===== src/rtl/spi_rs_pkg.sv =====
package spi_rs_pkg;
  // Command byte field positions
  localparam int CMD_DIR_BIT   = 7;
  localparam int CMD_IDX_LSB   = 2;
  localparam int CMD_BURST_BIT = 0;

  // Completed bytes in the current frame (saturates at BYTES_MANY)
  typedef enum logic [1:0] {
    BYTES_NONE = 2'd0,
    BYTES_ONE  = 2'd1,
    BYTES_TWO  = 2'd2,
    BYTES_MANY = 2'd3
  } byte_cnt_e;
endpackage


===== src/rtl/spi_rs_regfile.sv =====
module spi_rs_regfile #(
  parameter int ADDR_W = 5,
  parameter int DATA_W = 8,
  parameter logic [ADDR_W-1:0] PTR_INDEX = '1,
  parameter logic [ADDR_W-1:0] PTR_INIT  = '0
) (
  input  logic              clk,
  input  logic              rst,
  input  logic [ADDR_W-1:0] rd_idx,
  output logic [DATA_W-1:0] rd_byte,
  input  logic              wr_en,
  input  logic [ADDR_W-1:0] wr_idx,
  input  logic [DATA_W-1:0] wr_byte,
  output logic [ADDR_W-1:0] echo_ptr
);
  localparam int DEPTH = 1 << ADDR_W;

  logic [DATA_W-1:0] store [DEPTH];
  logic [DATA_W-1:0] rd_q;
  logic              rd_hits_ptr;

  // Plain synchronous-read memory, no reset: maps onto block RAM
  always_ff @(posedge clk) begin
    if (wr_en) store[wr_idx] <= wr_byte;
    rd_q <= store[rd_idx];
  end

  always_ff @(posedge clk) begin
    if (rst) begin
      echo_ptr    <= PTR_INIT;
      rd_hits_ptr <= 1'b0;
    end else begin
      rd_hits_ptr <= (rd_idx == PTR_INDEX);
      if (wr_en && wr_idx == PTR_INDEX) echo_ptr <= wr_byte[ADDR_W-1:0];
    end
  end

  assign rd_byte = rd_hits_ptr ? {{(DATA_W-ADDR_W){1'b0}}, echo_ptr} : rd_q;

  // the pointer moves only through a committed write to its own index
  assert_ptr_write_only_R8: assert property (@(posedge clk) disable iff (rst)
    !$stable(echo_ptr) |-> ($past(wr_en) && $past(wr_idx) == PTR_INDEX));
endmodule


===== src/rtl/spi_rs_frame.sv =====
module spi_rs_frame #(
  parameter int ADDR_W = 5,
  parameter int DATA_W = 8
) (
  input  logic              clk,
  input  logic              rst,
  input  logic              sclk,
  input  logic              cs_n,
  input  logic              mosi,
  input  logic [DATA_W-1:0] status_in,
  input  logic [DATA_W-1:0] rd_byte,
  input  logic [ADDR_W-1:0] echo_ptr,
  output logic [ADDR_W-1:0] rd_idx,
  output logic              wr_en,
  output logic [ADDR_W-1:0] wr_idx,
  output logic [DATA_W-1:0] wr_byte,
  output logic              miso,
  output logic              miso_oe
);
  import spi_rs_pkg::*;

  localparam int BIT_W = $clog2(DATA_W);
  localparam logic [BIT_W-1:0] LAST_BIT = BIT_W'(DATA_W - 1);

  logic              sclk_q, cs_q;
  logic [BIT_W-1:0]  bit_pos;
  byte_cnt_e         nbytes;
  logic [DATA_W-1:0] rx_sh, cmd_q, data_q, tx_sh;

  logic              sclk_rise, sclk_fall, cs_fall, cs_rise;
  logic [DATA_W-1:0] rx_next;
  logic              burst_rd;

  assign sclk_rise = sclk & ~sclk_q & ~cs_n;
  assign sclk_fall = ~sclk & sclk_q & ~cs_n;
  assign cs_fall   = ~cs_n & cs_q;
  assign cs_rise   = cs_n & ~cs_q;
  assign rx_next   = {rx_sh[DATA_W-2:0], mosi};
  assign burst_rd  = cmd_q[CMD_DIR_BIT] & cmd_q[CMD_BURST_BIT];
  assign miso      = tx_sh[DATA_W-1];

  always_ff @(posedge clk) begin
    if (rst) begin
      sclk_q  <= 1'b0;
      cs_q    <= 1'b1;
      bit_pos <= '0;
      nbytes  <= BYTES_NONE;
      rx_sh   <= '0;
      cmd_q   <= '0;
      data_q  <= '0;
      tx_sh   <= '0;
      rd_idx  <= '0;
      wr_en   <= 1'b0;
      wr_idx  <= '0;
      wr_byte <= '0;
      miso_oe <= 1'b0;
    end else begin
      sclk_q  <= sclk;
      cs_q    <= cs_n;
      miso_oe <= ~cs_n;
      wr_en   <= 1'b0;

      if (cs_fall) begin
        bit_pos <= '0;
        nbytes  <= BYTES_NONE;
        cmd_q   <= '0;
        tx_sh   <= status_in;
      end else begin
        if (sclk_rise) begin
          rx_sh <= rx_next;
          if (bit_pos == LAST_BIT) begin
            bit_pos <= '0;
            if (nbytes != BYTES_MANY) nbytes <= byte_cnt_e'(nbytes + 2'd1);
            case (nbytes)
              BYTES_NONE: begin
                cmd_q  <= rx_next;
                rd_idx <= rx_next[CMD_DIR_BIT] ? rx_next[CMD_IDX_LSB +: ADDR_W] : echo_ptr;
              end
              BYTES_ONE: begin
                data_q <= rx_next;
                if (burst_rd) rd_idx <= rd_idx + 1'b1;
              end
              default: if (burst_rd) rd_idx <= rd_idx + 1'b1;
            endcase
          end else begin
            bit_pos <= bit_pos + 1'b1;
          end
        end
        if (sclk_fall) begin
          if (bit_pos == '0 && nbytes != BYTES_NONE) tx_sh <= rd_byte;
          else tx_sh <= {tx_sh[DATA_W-2:0], 1'b0};
        end
      end

      if (cs_rise) begin
        wr_en   <= (nbytes == BYTES_TWO) && (bit_pos == '0) && !cmd_q[CMD_DIR_BIT];
        wr_idx  <= cmd_q[CMD_IDX_LSB +: ADDR_W];
        wr_byte <= data_q;
      end
    end
  end

  // the transmit register moves only after a falling SCLK edge or a frame start
  assert_tx_moves_on_fall_R3: assert property (@(posedge clk) disable iff (rst)
    !$stable(tx_sh) |-> $past(sclk_fall || cs_fall));

  // a frame that has run past two bytes can never yield a commit
  assert_long_frame_drop_R6: assert property (@(posedge clk) disable iff (rst)
    (cs_rise && nbytes == BYTES_MANY) |=> !wr_en);
endmodule


===== src/rtl/spi_reg_slave.sv =====
module spi_reg_slave #(
  parameter int ADDR_W = 5,
  parameter int DATA_W = 8,
  parameter logic [ADDR_W-1:0] PTR_INDEX = '1,
  parameter logic [ADDR_W-1:0] PTR_INIT  = '0
) (
  input  logic              clk,
  input  logic              rst,
  input  logic              sclk,
  input  logic              cs_n,
  input  logic              mosi,
  input  logic [DATA_W-1:0] status_flags,
  output logic              miso,
  output logic              miso_oe,
  output logic              commit_valid,
  output logic [ADDR_W-1:0] commit_addr,
  output logic [DATA_W-1:0] commit_data
);
  logic [ADDR_W-1:0] rd_idx;
  logic [DATA_W-1:0] rd_byte;
  logic [ADDR_W-1:0] echo_ptr;

  spi_rs_frame #(.ADDR_W(ADDR_W), .DATA_W(DATA_W)) u_frame (
    .clk      (clk),
    .rst      (rst),
    .sclk     (sclk),
    .cs_n     (cs_n),
    .mosi     (mosi),
    .status_in(status_flags),
    .rd_byte  (rd_byte),
    .echo_ptr (echo_ptr),
    .rd_idx   (rd_idx),
    .wr_en    (commit_valid),
    .wr_idx   (commit_addr),
    .wr_byte  (commit_data),
    .miso     (miso),
    .miso_oe  (miso_oe)
  );

  spi_rs_regfile #(
    .ADDR_W(ADDR_W), .DATA_W(DATA_W), .PTR_INDEX(PTR_INDEX), .PTR_INIT(PTR_INIT)
  ) u_regs (
    .clk     (clk),
    .rst     (rst),
    .rd_idx  (rd_idx),
    .rd_byte (rd_byte),
    .wr_en   (commit_valid),
    .wr_idx  (commit_addr),
    .wr_byte (commit_data),
    .echo_ptr(echo_ptr)
  );

  // pad driver off once chip select has been high for a full clock
  assert_oe_idle_R4: assert property (@(posedge clk) disable iff (rst)
    (cs_n && $past(cs_n)) |-> !miso_oe);

  // a commit follows a chip-select rising edge
  assert_commit_after_rise_R5: assert property (@(posedge clk) disable iff (rst)
    commit_valid |-> ($past(cs_n) && !$past(cs_n, 2)));

  // commit pulse lasts one cycle
  assert_commit_single_R5: assert property (@(posedge clk) disable iff (rst)
    commit_valid |=> !commit_valid);
endmodule


===== config.mk =====
export PLATFORM = sky130hd
export DESIGN_NAME = spi_reg_slave
export DESIGN_NICKNAME = d
export VERILOG_FILES = /design/src/rtl/spi_rs_pkg.sv /design/src/rtl/spi_rs_regfile.sv /design/src/rtl/spi_rs_frame.sv /design/src/rtl/spi_reg_slave.sv
export SDC_FILE = /design/constraint.sdc
export NUM_CORES = 1
export LEC_CHECK = 0
export BUFFER_PORTS_ARGS = -buffer_cell sky130_fd_sc_hd__buf_4
export CORE_UTILIZATION = 55
export DETAILED_ROUTE_END_ITERATION = 7
export GPL_ROUTABILITY_DRIVEN = 0
export PLACE_DENSITY = 0.78
export SYNTH_ARGS = -nofsm -noshare
export SYNTH_HDL_FRONTEND = slang
export SYNTH_HIERARCHICAL = 1
export SYNTH_SLANG_ARGS = --single-unit
export TNS_END_PERCENT = 20

===== constraint.sdc =====
create_clock -name clk -period 2.9 [get_ports clk]
set_clock_uncertainty 0.15 [all_clocks]
set_input_delay 0.58 -clock clk [delete_from_list [all_inputs] [get_ports clk]]
set_output_delay 0.58 -clock clk [all_outputs]
set_load 0.03 [all_outputs]

==> impl_results.md <==
* Pin count of the biggest net entering global routing at 53
* Final Total Pwr at 9.067 mW
* DR pass1 iterations at 4
* TritonCTS clock tree: done
* Initial DRC Count at 746
* RSZ-0062 raised after global routing: false
* Filler cells at around 1500
* Vias/cell at 6.051
* Hpwl dp at 17660 um
* Die Span Y at about 150 um
* Worst Path Required at 3.17 ns
* Synth area leaders: edfxtp_1 (60%), dfxtp_1 (11%), mux4_2 (7.7%)
* CP endpoint kind: register
* Die area at 0.02395 mm2
* Simple-gate share of the synthesized area at 6.328%
* Critical-path maximum fanout at 16
* Reg2reg start: u_frame/rd_idx[1]
* Initial antenna violation count at 0
* Vias in the first global route at 7098
* Yosys warns at 6
* Synth Net Count at 809
* Antenna Cells at 0
* Root Buffer: clkbuf_16
* Wirelength, routed at 27870 um
* Most frequent cell after synthesis: edfxtp_1
* Remaining DRCs at 0
* Die span in x at about 150 um
* Setup total negative slack at 0 ns
* Core footprint at about 0.023 mm2
* Post-CTS setup buffers at 0
* Cell-internal power at ~7.3 mW
* Achievable Freq at 414.1 MHz
* GRT Util Overall at 23.92%
* Post-Syn Instances at 788
* Comb pwr share at 0.8%
* Avg Cell Area, Syn at 16.28 um2
* H-tree depth at 1
* Reg clk slew, reported paths at 0.06 ns
* Synth top cells by count: edfxtp_1 (256), dfxtp_1 (71), nor2_1 (70), mux2i_1 (62), a21oi_1 (50)
* Minimum clock period after layout at 2.415 ns
* Startpoint types: register
* I/O pin count at 29
* Sw frac at a little under a fifth
* First-pass GRT wire length at roughly 43000 um
* Area grow syn2layout at 14.62%
* Adder-Cell Fraction of Synth Area at less than 1%
* Power per cell area at about 600 mW/mm2
* Post-cts sizing count at 0
* Switching pwr at 1.722 mW
* Routed WL per cell at 23.13 um
* Post-synthesis sequential area ratio at 70.98%
* Slew HR at ~25%
* DRT antenna net count at 0
* Seq pwr share at 55.2%
* Setup Viol. Count Final at 0
* Clk_lat worst skew at 0.56 ns
* Hold-fix buffers, CTS at 0
* Worst-Margin Slew at 1.121 ns
* Worst hold-check path type: input pin to register
* Maxcap violations at 0
* Crit path from: u_frame/rd_idx[1]
* Post-synth EDFFs at 256
* Post-Synth XOR/XNOR Area at 0.06825%
* Vias at 7291
* Status: completed
* Synth unique cells at 47
* Synth Area in Compound Gates at 6.201%
* Asr flop ratio synth at 0%
* Netlist Area Pre-Place at 0.01283 mm2
* Multiplexer share of the synthesized area at 13.70%
* Initial Utilization at 56.34%
* Area leader, netlist: edfxtp_1
* Layout cells sized above 1 at a little under a quarter
* GRT overflow at 0
* Crit Path Category: register to register
* Sequential Area at 0.009114 mm2
* Fin. max-slew vios at 0
* Static leakage at between 4 and 5 nW
* VDD IR max at 0.6367 mV
* # port buffers at 28
* Critical hold path startpoint: sclk
* Clk pwr share at 44.0%
* Top FF cell, synth: edfxtp_1
* Fin nets at 888
* FP Rows at 55
* Final worst-path cycle share at 83.27%
* Post-synth top area share at 59.91%
* Fin Hold WS at 0.1051 ns
* Flops & latches, synth at 327
* Largest family of logic cells by synthesized area: multiplexers
* Cts bufs inserted at 31
* Hold Violations, Final at 0
* Clock Tree Buf Depth at 3
* Multi-input logic area at 0.003475 mm2
* Clk sink count at 327
* CP arrival at 2.69 ns
-- power groups by stage --
stage               Sequential [mW]  Clock, mW  Combinational, mW
CTS                            5.00       4.05             0.0764
detailed placement             5.10          0             0.0753
finish                         5.00       3.99             0.0770
global placement               5.10          0             0.0744
floorplan                      5.10          0             0.0444
global route                   5.00       4.21             0.0854
-- layout make-up --
| type | count | area share, % |
|---|---|---|
| timing repair buffer | 87 | 4.526 |
| tap | 313 | 2.663 |
| inverter | 7 | 0.1786 |
| multi-input combinational | 413 | 23.62 |
| clock buffer | 44 | 6.355 |
| sequential | 327 | 61.96 |
| clock inverter | 14 | 0.6891 |
-- placed cells by master, fill, tap and decap left out, types with 9 or more instances in the layout --
| cell | netlist | final |
|---|---|---|
| a22oi_1 | 9 | 9 |
| mux2i_1 | 62 | 62 |
| nand2_1 | 45 | 45 |
| clkinv_2 | 0 | 9 |
| nor2b_1 | 10 | 10 |
| clkbuf_16 | 0 | 31 |
| clkbuf_8 | 0 | 11 |
| mux4_2 | 44 | 44 |
| nand2b_1 | 10 | 10 |
| nor2_1 | 70 | 70 |
| buf_4 | 4 | 86 |
| o21ai_0 | 15 | 15 |
| edfxtp_1 | 256 | 256 |
| dfxtp_1 | 71 | 69 |
| a21oi_1 | 50 | 50 |
-- metal layers --
| layer | global-route usage [%] | share of wire (%) | wire length [um] |
|---|---|---|---|
| met1 | 34.32 | 42 | 11750 |
| met2 | 38.22 | 49 | 13600 |
| met3 | 3.418 | 6.5 | 1817 |
| met4 | 7.591 | 2.5 | 703 |
| met5 | 0 | 0 | 0 |
-- sequential cells by signal, indices dropped and copies added (netlist names) --
name                count
u_frame/bit_pos         3
u_frame/cmd_q           7
u_frame/cs_q            1
u_frame/data_q          8
u_frame/miso_oe         1
u_frame/nbytes          2
u_frame/rd_idx          5
u_frame/rx_sh           7
u_frame/sclk_q          1
u_frame/tx_sh           8
u_frame/wr_byte         8
u_frame/wr_en           1
u_frame/wr_idx          5
u_regs/echo_ptr         5
u_regs/rd_hits_ptr      1
u_regs/rd_q             8
u_regs/store          256
-- cell families (layout without fill, tap and decap cells) --
group	count (synthesis)	count (layout)
compound gates	118	118
xor+xnor	1	1
fa+ha+maj	8	8
buf+inv	48	152
flops	327	327
mux	115	115
simple gates	171	171
-- worst max-delay path, cell delays in order, from the launching register on --
cell	delay, ns
dfxtp_1	0.79
buf_4	0.26
mux4_2	0.30
a22o_1	0.21
a2111oi_2	0.49
a21oi_1	0.08
-- metrics by stage --
stage | setup WS (ns) | cell area, um2 | instances | util [%]
3_5_place_dp | 0.5177 | 13670 | 1147 | 60.02
4_1_cts | 0.4792 | 14710 | 1205 | 64.57
2_1_floorplan | 0.8092 | 12830 | 788 | -
5_1_grt | 0.3343 | 14710 | 1205 | 64.57
3_3_place_gp | 0.5106 | 13670 | 1147 | 60.02
6_report | 0.4853 | 14710 | 1205 | 64.57
-- path summary, 6_finish.rpt --
| path | slack [ns] | cells after the start | endpoint |
|---|---|---|---|
| worst max register to register | 0.49 | 5 | u_regs/rd_q[0] |
| worst min register to register | 0.30 | 2 | u_frame/wr_byte[7] |
| worst min-delay path | 0.11 | 2 | u_frame/sclk_q |
| worst max-delay path | 0.49 | 5 | u_regs/rd_q[0] |
Power figures use the tool's default switching activity.
